**src/rtl/prio_irq_pkg.sv**
```systemverilog
package prio_irq_pkg;
  localparam int ADDR_W = 8;
  localparam int DATA_W = 32;
  localparam int PRIO_W = 3;
  localparam int MODE_W = 5;
  localparam int ENC_W  = PRIO_W + 1;           // level + 1, 0 = nothing in service
  localparam int STACK_DEPTH = 1 << PRIO_W;

  localparam logic [ADDR_W-1:0] A_ENSET = 8'h00;
  localparam logic [ADDR_W-1:0] A_ENCLR = 8'h01;
  localparam logic [ADDR_W-1:0] A_PEND  = 8'h02;
  localparam logic [ADDR_W-1:0] A_MASK  = 8'h03;
  localparam logic [ADDR_W-1:0] A_VECT  = 8'h04;
  localparam logic [ADDR_W-1:0] A_EOI   = 8'h05;
  localparam logic [ADDR_W-1:0] A_SPUR  = 8'h06;
  localparam logic [1:0] PAGE_MODE = 2'b01;
  localparam logic [1:0] PAGE_VEC  = 2'b10;

  // mode field positions
  localparam int M_EDGE = 3;
  localparam int M_LOW  = 4;

  typedef struct packed {
    logic enSet;
    logic enClr;
    logic modeWr;
    logic vecWr;
    logic spurWr;
    logic ack;
  } strobe_t;
endpackage

```
**src/rtl/prio_irq_datapath.sv**
```systemverilog
module prio_irq_datapath
  import prio_irq_pkg::*;
#(
  parameter int NUM_SRC = 32
) (
  input  logic                clk,
  input  logic                rstN,
  input  logic [NUM_SRC-1:0]  srcIn,
  input  logic                rdEn,
  input  logic [ADDR_W-1:0]   addr,
  input  logic [DATA_W-1:0]   wrData,
  input  strobe_t             stb,
  output logic                winValid,
  output logic [PRIO_W-1:0]   winPrio,
  output logic [DATA_W-1:0]   rdData
);
  localparam int IDX_W = (NUM_SRC > 1) ? $clog2(NUM_SRC) : 1;

  logic [NUM_SRC-1:0] sync1, sync2, prevIn, enMask, edgePend;
  logic [NUM_SRC-1:0] pendVec, edgeSeen, isEdge;
  logic [MODE_W-1:0]  modeReg [NUM_SRC];
  logic [DATA_W-1:0]  vecReg  [NUM_SRC];
  logic [DATA_W-1:0]  spurReg;
  logic [PRIO_W-1:0]  prioOf  [NUM_SRC];
  logic [IDX_W-1:0]   winIdx, slot;
  logic               slotOk;

  assign slot   = addr[IDX_W-1:0];
  assign slotOk = int'(addr[5:0]) < NUM_SRC;

  // per-source activity, edge detection and pending view
  for (genvar g = 0; g < NUM_SRC; g++) begin : g_src
    logic actNow, actPrev;
    assign actNow      = sync2[g]  ^ modeReg[g][M_LOW];
    assign actPrev     = prevIn[g] ^ modeReg[g][M_LOW];
    assign isEdge[g]   = modeReg[g][M_EDGE];
    assign edgeSeen[g] = actNow & ~actPrev;
    assign pendVec[g]  = isEdge[g] ? edgePend[g] : actNow;
    assign prioOf[g]   = modeReg[g][PRIO_W-1:0];
  end

  always_ff @(posedge clk or negedge rstN) begin
    if (!rstN) begin
      sync1    <= '0;
      sync2    <= '0;
      prevIn   <= '0;
      enMask   <= '0;
      edgePend <= '0;
      spurReg  <= '0;
      for (int i = 0; i < NUM_SRC; i++) begin
        modeReg[i] <= '0;
        vecReg[i]  <= '0;
      end
    end else begin
      sync1  <= srcIn;
      sync2  <= sync1;
      prevIn <= sync2;
      if (stb.enSet) enMask <= enMask | wrData[NUM_SRC-1:0];
      if (stb.enClr) enMask <= enMask & ~wrData[NUM_SRC-1:0];
      if (stb.spurWr) spurReg <= wrData;
      if (stb.modeWr) modeReg[slot] <= wrData[MODE_W-1:0];
      if (stb.vecWr)  vecReg[slot]  <= wrData;
      for (int i = 0; i < NUM_SRC; i++) begin
        if (!isEdge[i])
          edgePend[i] <= 1'b0;
        else if (edgeSeen[i])
          edgePend[i] <= 1'b1;
        else if (stb.ack && winIdx == IDX_W'(i))
          edgePend[i] <= 1'b0;
      end
    end
  end

  // winner: highest priority, lowest index on ties
  always_comb begin
    winValid = 1'b0;
    winPrio  = '0;
    winIdx   = '0;
    for (int i = NUM_SRC - 1; i >= 0; i--) begin
      if (pendVec[i] && enMask[i] && (!winValid || prioOf[i] >= winPrio)) begin
        winValid = 1'b1;
        winPrio  = prioOf[i];
        winIdx   = IDX_W'(i);
      end
    end
  end

  always_comb begin
    rdData = '0;
    if (rdEn) begin
      if (addr == A_PEND)      rdData = DATA_W'(pendVec);
      else if (addr == A_MASK) rdData = DATA_W'(enMask);
      else if (addr == A_VECT) rdData = stb.ack ? vecReg[winIdx] : spurReg;
      else if (addr == A_SPUR) rdData = spurReg;
      else if (addr[7:6] == PAGE_MODE && slotOk) rdData = DATA_W'(modeReg[slot]);
      else if (addr[7:6] == PAGE_VEC && slotOk)  rdData = vecReg[slot];
    end
  end
endmodule

```
**src/rtl/prio_irq_control.sv**
```systemverilog
module prio_irq_control
  import prio_irq_pkg::*;
#(
  parameter int NUM_SRC = 32
) (
  input  logic               clk,
  input  logic               rstN,
  input  logic               rdEn,
  input  logic               wrEn,
  input  logic [ADDR_W-1:0]  addr,
  input  logic               winValid,
  input  logic [PRIO_W-1:0]  winPrio,
  output strobe_t            stb,
  output logic               irqN
);
  localparam int SP_W = $clog2(STACK_DEPTH + 1);

  logic [ENC_W-1:0] curEnc, winEnc;
  logic [ENC_W-1:0] stack [STACK_DEPTH];
  logic [SP_W-1:0]  sp, spDec;
  logic             outranks, eoiWr, slotOk;

  assign winEnc   = ENC_W'(winPrio) + ENC_W'(1);
  assign outranks = winValid && (winEnc > curEnc);
  assign irqN     = ~outranks;
  assign eoiWr    = wrEn && addr == A_EOI;
  assign spDec    = sp - SP_W'(1);
  assign slotOk   = int'(addr[5:0]) < NUM_SRC;

  always_comb begin
    stb        = '0;
    stb.enSet  = wrEn && addr == A_ENSET;
    stb.enClr  = wrEn && addr == A_ENCLR;
    stb.spurWr = wrEn && addr == A_SPUR;
    stb.modeWr = wrEn && addr[7:6] == PAGE_MODE && slotOk;
    stb.vecWr  = wrEn && addr[7:6] == PAGE_VEC && slotOk;
    stb.ack    = rdEn && addr == A_VECT && outranks;
  end

  always_ff @(posedge clk or negedge rstN) begin
    if (!rstN) begin
      curEnc <= '0;
      sp     <= '0;
      for (int i = 0; i < STACK_DEPTH; i++) stack[i] <= '0;
    end else if (stb.ack) begin
      stack[sp[PRIO_W-1:0]] <= curEnc;
      sp     <= sp + SP_W'(1);
      curEnc <= winEnc;
    end else if (eoiWr && sp != '0) begin
      sp     <= spDec;
      curEnc <= stack[spDec[PRIO_W-1:0]];
    end
  end
endmodule

```
**src/rtl/prio_irq_ctrl.sv**
```systemverilog
module prio_irq_ctrl
  import prio_irq_pkg::*;
#(
  parameter int NUM_SRC = 32
) (
  input  logic               clk,
  input  logic               rstN,
  input  logic [NUM_SRC-1:0] srcIn,
  input  logic               rdEn,
  input  logic               wrEn,
  input  logic [7:0]         addr,
  input  logic [31:0]        wrData,
  output logic [31:0]        rdData,
  output logic               irqN
);
  strobe_t           stb;
  logic              winValid;
  logic [PRIO_W-1:0] winPrio;

  prio_irq_control #(.NUM_SRC(NUM_SRC)) u_ctl (
    .clk(clk), .rstN(rstN), .rdEn(rdEn), .wrEn(wrEn), .addr(addr),
    .winValid(winValid), .winPrio(winPrio), .stb(stb), .irqN(irqN)
  );

  prio_irq_datapath #(.NUM_SRC(NUM_SRC)) u_dp (
    .clk(clk), .rstN(rstN), .srcIn(srcIn), .rdEn(rdEn), .addr(addr),
    .wrData(wrData), .stb(stb), .winValid(winValid), .winPrio(winPrio),
    .rdData(rdData)
  );
endmodule

```
**config.mk**
```make
export PLATFORM = sky130hd
export DESIGN_NAME = prio_irq_ctrl
export DESIGN_NICKNAME = d
export VERILOG_FILES = /design/src/rtl/prio_irq_pkg.sv /design/src/rtl/prio_irq_datapath.sv /design/src/rtl/prio_irq_control.sv /design/src/rtl/prio_irq_ctrl.sv
export SDC_FILE = /design/constraint.sdc
export NUM_CORES = 2
export LEC_CHECK = 0
export ABC_AREA = 1
export BUFFER_PORTS_ARGS = -buffer_cell sky130_fd_sc_hd__buf_4
export CORE_MARGIN = 2
export CORE_UTILIZATION = 34
export DETAILED_ROUTE_END_ITERATION = 12
export GPL_ROUTABILITY_DRIVEN = 1
export PLACE_DENSITY_LB_ADDON = 0.2
export SLEW_MARGIN = 10
export SYNTH_ARGS = -nofsm -noshare
export SYNTH_HDL_FRONTEND = slang
export SYNTH_SLANG_ARGS = --single-unit
export TNS_END_PERCENT = 5
```
**constraint.sdc**
```tcl
create_clock -name clk -period 113.5 [get_ports clk]
set_clock_uncertainty 0.1 [all_clocks]
set_input_delay 22.7 -clock clk [delete_from_list [all_inputs] [get_ports clk]]
set_output_delay 22.7 -clock clk [all_outputs]
set_load 0.005 [all_outputs]
```
Word level (Yosys, flattened, before mapping)
Cells that the tools add are included.
Cells by class
  add/subtract/negate cells: 3
  magnitude comparators: 39
  eq/ne operators: 71
  multiplexer cells: 259
  bitwise operators: 136
  reduce and logical (&&, ||, !) cells: 178
Operators by type and width (number)
  bitwise mux 1024 bit: 1
  2-to-1 mux 32 bit: 15
  binary-select mux 32 bit (select 5 bit): 2
  2-to-1 mux 5 bit: 35
  bitwise mux 160 bit: 1
  demux 32 bit (select 5 bit): 1
  2-to-1 mux 1 bit: 160
  logical AND 1 bit: 111
  2-to-1 mux 3 bit: 32
  inequality test 3 x 2 -> 1 bit (second input constant): 32
  >= comparator 3 bit: 31
  == test 5 bit (second input constant): 16
  bitwise XOR 1 bit: 64
  == test 5 x 4 -> 1 bit (second input constant): 8
  inverter 1 bit: 33
  bitwise AND 1 bit: 32
  bitwise AND 32 bit: 1
  bitwise mux 32 bit: 1
  inverter 32 bit: 1
  OR 32 bit: 1
  logical NOT 1 bit: 31
  logical OR 1 bit: 31
  2-to-1 mux 4 bit: 7
  binary-select mux 5 bit (select 5 bit): 1
  other kinds (26): 38
Word-level totals
  bits in registers: 1416
  input port bits: 76
  logic and storage cells: 797

Logic depth before layout (Yosys ltp)
  depth after elaboration: 137
  mapped depth: 324
  mapped depth without buffers: 319

Hierarchy
From an unflattened synthesis, not the netlist that was laid out.
Second synthesis, totals
  cell total of the unflattened synthesis: 10608
  area total of the unflattened synthesis: 78400.2 µm²
Modules (own cells, without submodules)
  prio_irq_datapath: times used 1, cells an instance 10301, area an instance 76163.0 µm², seq. area each 34433.0 µm²
  prio_irq_control: times used 1, cells an instance 307, area an instance 2237.1 µm², seq. area each 1001.0 µm²

Worst setup path after synthesis
Ideal clock, no wire load.
  kind: register -> output
  start: register u_dp.modeReg[4] in the netlist's numbering
  end: output rdData[7]
  data arrival time: 32283 ps
  path slack: 58417 ps
  stages on the path, launching flop included: 317
  path through: dfrtp_1 -> inv_2 -> nand2_1 -> nand3_1 -> nand3_2 -> inv_1 -> nand2_1 -> ha_1 -> a21oi_1 -> nand3_1 -> o21ai_1 -> inv_1 -> o21ai_0 -> inv_1 -> ha_1 -> nand2_1 -> o211a_1 -> nand2_1 -> [... 281 more ...] -> nor2_1 -> nor2_1 -> nor2_1 -> a211oi_1 -> a21oi_1 -> nand2_1 -> nor2_1 -> inv_1 -> nor2_1 -> inv_1 -> nor2_1 -> clkbuf_1 -> clkbuf_1 -> o21ai_0 -> nand3_1 -> nand2_1 -> nand2_1 -> a21oi_2
Between the ends
  cells in the longest elaborated chain, start to end: 137
  elaborated cells between the ends (all ways): 236
  those cells by class: add/sub: 1; order compare: 32; mux: 105; bitwise: 2; reduce/logical: 96
Ends and longest elaborated chain
  start, declared: line prio_irq_datapath.sv:21  | logic [MODE_W-1:0] modeReg [NUM_SRC];
  start signal, assigned by index: line prio_irq_datapath.sv:61  | if (stb.modeWr) modeReg[slot] <= wrData[MODE_W-1:0];
  bitwise XOR 1 bit (*): line prio_irq_datapath.sv:34  | assign actNow = sync2[g] ^ modeReg[g][M_LOW];
  2-to-1 mux 1 bit (*): line prio_irq_datapath.sv:38  | assign pendVec[g] = isEdge[g] ? edgePend[g] : actNow;
  logical AND 1 bit (*): line prio_irq_datapath.sv:80  | if (pendVec[i] && enMask[i] && (!winValid || prioOf[i] >= winPrio)) begin
  2-to-1 mux 3 bit or 2-to-1 mux 1 bit (tied branches): line prio_irq_datapath.sv:80
  >= comparator 3 bit or logical NOT 1 bit (tied branches): line prio_irq_datapath.sv:80
  logical OR 1 bit: line prio_irq_datapath.sv:80
  logical AND 1 bit: line prio_irq_datapath.sv:80
  2-to-1 mux 3 bit or 2-to-1 mux 1 bit (tied branches): line prio_irq_datapath.sv:80
  [... 120 more ...]
  adder 3 x 1 -> 4 bit or inverter 5 -> 6 bit (tied branches): line prio_irq_control.sv:23, prio_irq_datapath.sv:93
  greater-than comparator 4 bit or binary-select mux 32 bit (select 5 bit) (tied branches): line prio_irq_control.sv:24, prio_irq_datapath.sv:93
  logical AND 1 bit or 2-to-1 mux 32 bit (tied branches): line prio_irq_control.sv:24, prio_irq_datapath.sv:93
  logical AND 1 bit or 2-to-1 mux 32 bit (tied branches): line prio_irq_control.sv:37, prio_irq_datapath.sv:93
  2-to-1 mux 32 bit (*) (2 in a row): line prio_irq_datapath.sv:93  | else if (addr == A_VECT) rdData = stb.ack ? vecReg[winIdx] : spurReg;
  2-to-1 mux 32 bit (*): line prio_irq_datapath.sv:92  | else if (addr == A_MASK) rdData = DATA_W'(enMask);
  2-to-1 mux 32 bit (*): line prio_irq_datapath.sv:91  | if (addr == A_PEND) rdData = DATA_W'(pendVec);
  2-to-1 mux 32 bit (*): line prio_irq_datapath.sv:90  | if (rdEn) begin
  end, declared: line prio_irq_ctrl.sv:13  | output logic [31:0] rdData,
Every way passes the cells marked *; elsewhere a longest branch is shown, timed or not. The select of a mux whose other input is x is not followed.

Worst setup path in the final report
  start: register u_dp.modeReg[4] in the netlist's numbering
  end: output rdData[25]
The elaborated chain is that of the path after synthesis.

==> run summary <==
Async set-reset flop share out of synthesis = 1.00
Overall Global Routing Usage = 0.297
Die X = 479 um
Die Y = 479 um
Post-DP Area = 79500 sq um
Number of synthesized flops with an enable pin = 0
Initial antenna violation count = 14
Routed wire per std cell = 26.6 um
Max incr delay on CP = 0.62 ns
Yosys top cell area share = 0.461
Final worst path period need = 62.09 ns
Final instance area = 84700 sq um
Main flop type after synthesis = dfrtp_1
Crit Path Max Fanout = 39
FILL cells = 23600
Most common library cell in the layout ignoring fill and taps = nand2_1
Core region area = 225000 sq um
Vias in the first global route = 70200
Type of the worst setup path = reg -> out
Seq/Total Area, Yosys = 0.461
Total of max-cap violations = 0
Worst-Margin Slew = 1.23 ns
DIE AREA = 230000 sq um
Worst Hold Class = reg -> reg
Mean post-synth cell area = 7.46 sq um
Finish-stage setup viols = 0
Gr ovfl total = 0
DR vias = 74700
Post-CTS Setup Bufs = 0
Nets = 10200
Syn Nets = 10500
Largest net degree at the start of global routing = 164
Max-slew headroom = 0.174
Clock Sinks = 1416
Yosys cell types = 61
DRC Markers = 0
Post-synthesis instance area = 76900 sq um
Final hold viol count = 0
Row cnt = 174
Req. time, crit path = 90.70 ns
DPL Wire Length = 203000 um
Clk buf depth = 3
CTS H-tree depth = 4
Buffers on Ports = 108
Starting Density = 0.342
Fmax = 16.1 MHz
Leading area contributor after synthesis = dfrtp_1
CTS tree = done
Commonest non-fill, non-tap cells in the layout = nand2_1, o21ai_0, dfrtp_1
Status = finished, final reports clean
Cts repair resizes = 0
Critical path endpoint category = output pin
Final TNS setup = 0 ns
Post-DRT Antenna Nets = 0
YS warnings = 0
CTS buffer count = 161
Ports = 109
Synth area leaders = dfrtp_1, nand2_1, o21ai_0
R2R setup slack = 74.77 ns
Total length of routed wires = 348000 um
Layout Area Growth over Synthesis = 10.2%
Clk_lat worst skew = 0.84 ns
DRT iter0 DRCs = 10600
First-pass GRT wire length = 504000 um
First-pass iteration count of the detailed router = 7
Cts hold-fix bufs = 0
Routability cong. = 0.908
CP dominant cell by count = nand2_1
Fin crit share = 0.547
Layout cell share with drive strength beyond 1 = 0.0735
Max Slew Vio Count = 0
Register clock-pin slew on the reported worst setup and hold paths = 0.06 ns
CTS root buf = clkbuf_16
Worst hold slack = 0.246 ns
CP max stage cell = o21ai_0
Routed vias/inst = 5.69
Synth Instances = 10300
Crit path launch type = flop
#FFs+latches synth = 1416
RSZ-0062 raised after global routing = false
Arrival time at the worst endpoint = 39.29 ns
==> registers in the layout, indices dropped and copies added, names as in the netlist, named ones only <==
signal / cells
u_dp.edgePend: 32
u_dp.prevIn: 32
u_dp.spurReg: 32
u_dp.sync1: 32
u_dp.modeReg: 128
u_ctl.stack: 32
u_ctl.curEnc: 4
u_dp.isEdge: 32
u_dp.vecReg: 1024
u_dp.sync2: 32
u_ctl.sp: 4
==> worst max-delay path, delay by kind of cell (launching register included) <==
| kind | cells | cell delay (ns) |
|---|---|---|
| buffers and inverters | 59 | 4.79 |
| AO/OA/AOI/OAI | 71 | 11.03 |
| adder cells (fa/ha/maj) | 33 | 9.64 |
| flip-flops | 1 | 0.42 |
| AND/OR/NAND/NOR | 151 | 12.32 |
==> cells in the mapped netlist (all sizes together), types with 2 or more instances <==
cell type / n
nand2: 3462
o21ai: 1770
dfrtp: 1416
inv: 813
nor2: 660
clkbuf: 507
a21oi: 291
nand3: 267
buf: 179
o2111ai: 141
a221oi: 125
o211ai: 107
o22ai: 105
a22oi: 91
ha: 76
nand3b: 54
or2: 54
o221ai: 35
a31oi: 28
dlygate4sd3: 19
nor3: 19
dlygate4sd1: 9
o2bb2ai: 9
clkinv: 8
nand4: 7
o311ai: 7
xor2: 7
nor4: 6
xnor2: 5
o21bai: 4
a21boi: 3
a311oi: 3
a221o: 2
and2: 2
o211a: 2
==> kinds of logic (layout without fill, tap and decap cells) <==
family                   after synthesis  count (layout)  share of synthesized area
AO/OA/AOI/OAI                       2729            2729                      0.203
other                                  0               4                          0
multiplexers                           1               1                   0.000130
AND/OR/NAND/NOR                     4531            4531                      0.237
XOR/XNOR                              12              12                    0.00137
adder cells (fa/ha/maj)               76              76                     0.0124
buffers and inverters               1537            1356                     0.0857
flip-flops                          1416            1416                      0.461
==> stage by stage <==
stage | setup slack, ns | cells | utilization
finish | 51.41 | 13100 | 0.377
global route | 46.13 | 13100 | 0.377
global placement | 52.67 | 12800 | 0.354
detailed placement | 52.72 | 12800 | 0.354
floorplan | 58.42 | 10300 | -
CTS | 51.66 | 13100 | 0.377
==> area by class of cell <==
class	instances	area [sq um]	area share
Clock inverter	40	464	0.00548
Inverter	821	3130	0.0369
Multi-Input combinational cell	7349	35200	0.416
Clock buffer	245	4740	0.0559
Sequential cell	1416	35400	0.418
Antenna cell	4	10.0	0.000118
Tap cell	2992	3740	0.0442
Timing Repair Buffer	250	1970	0.0233
==> routing by layer <==
metal | GRT usage | share of wire | wire [um]
met3 | 0.0671 | 0.10 | 36200
met2 | 0.449 | 0.43 | 149000
met5 | 0 | 0.000077 | 27
met4 | 0.137 | 0.052 | 18300
met1 | 0.403 | 0.41 | 144000
==> path summary, 6_finish.rpt <==
kind	start	endpoint	cells after the start
max	u_dp.modeReg[4]$_DFFE_PN0P_	rdData[25]	314
min	u_dp.sync1[12]$_DFF_PN0_	u_dp.sync2[12]$_DFF_PN0_	0
max reg2reg	u_dp.modeReg[4]$_DFFE_PN0P_	u_dp.edgePend[4]$_DFFE_PN0P_	311
min reg2reg	u_dp.sync1[12]$_DFF_PN0_	u_dp.sync2[12]$_DFF_PN0_	0
max in group asynchronous	rstN	async pin	6
min in group asynchronous	rstN	u_dp.vecReg[27]$_DFFE_PN0P_	1
Power is left out: the tool's default activity adds up to more than one toggle a clock period on the data nets, which glitch-free logic cannot reach.
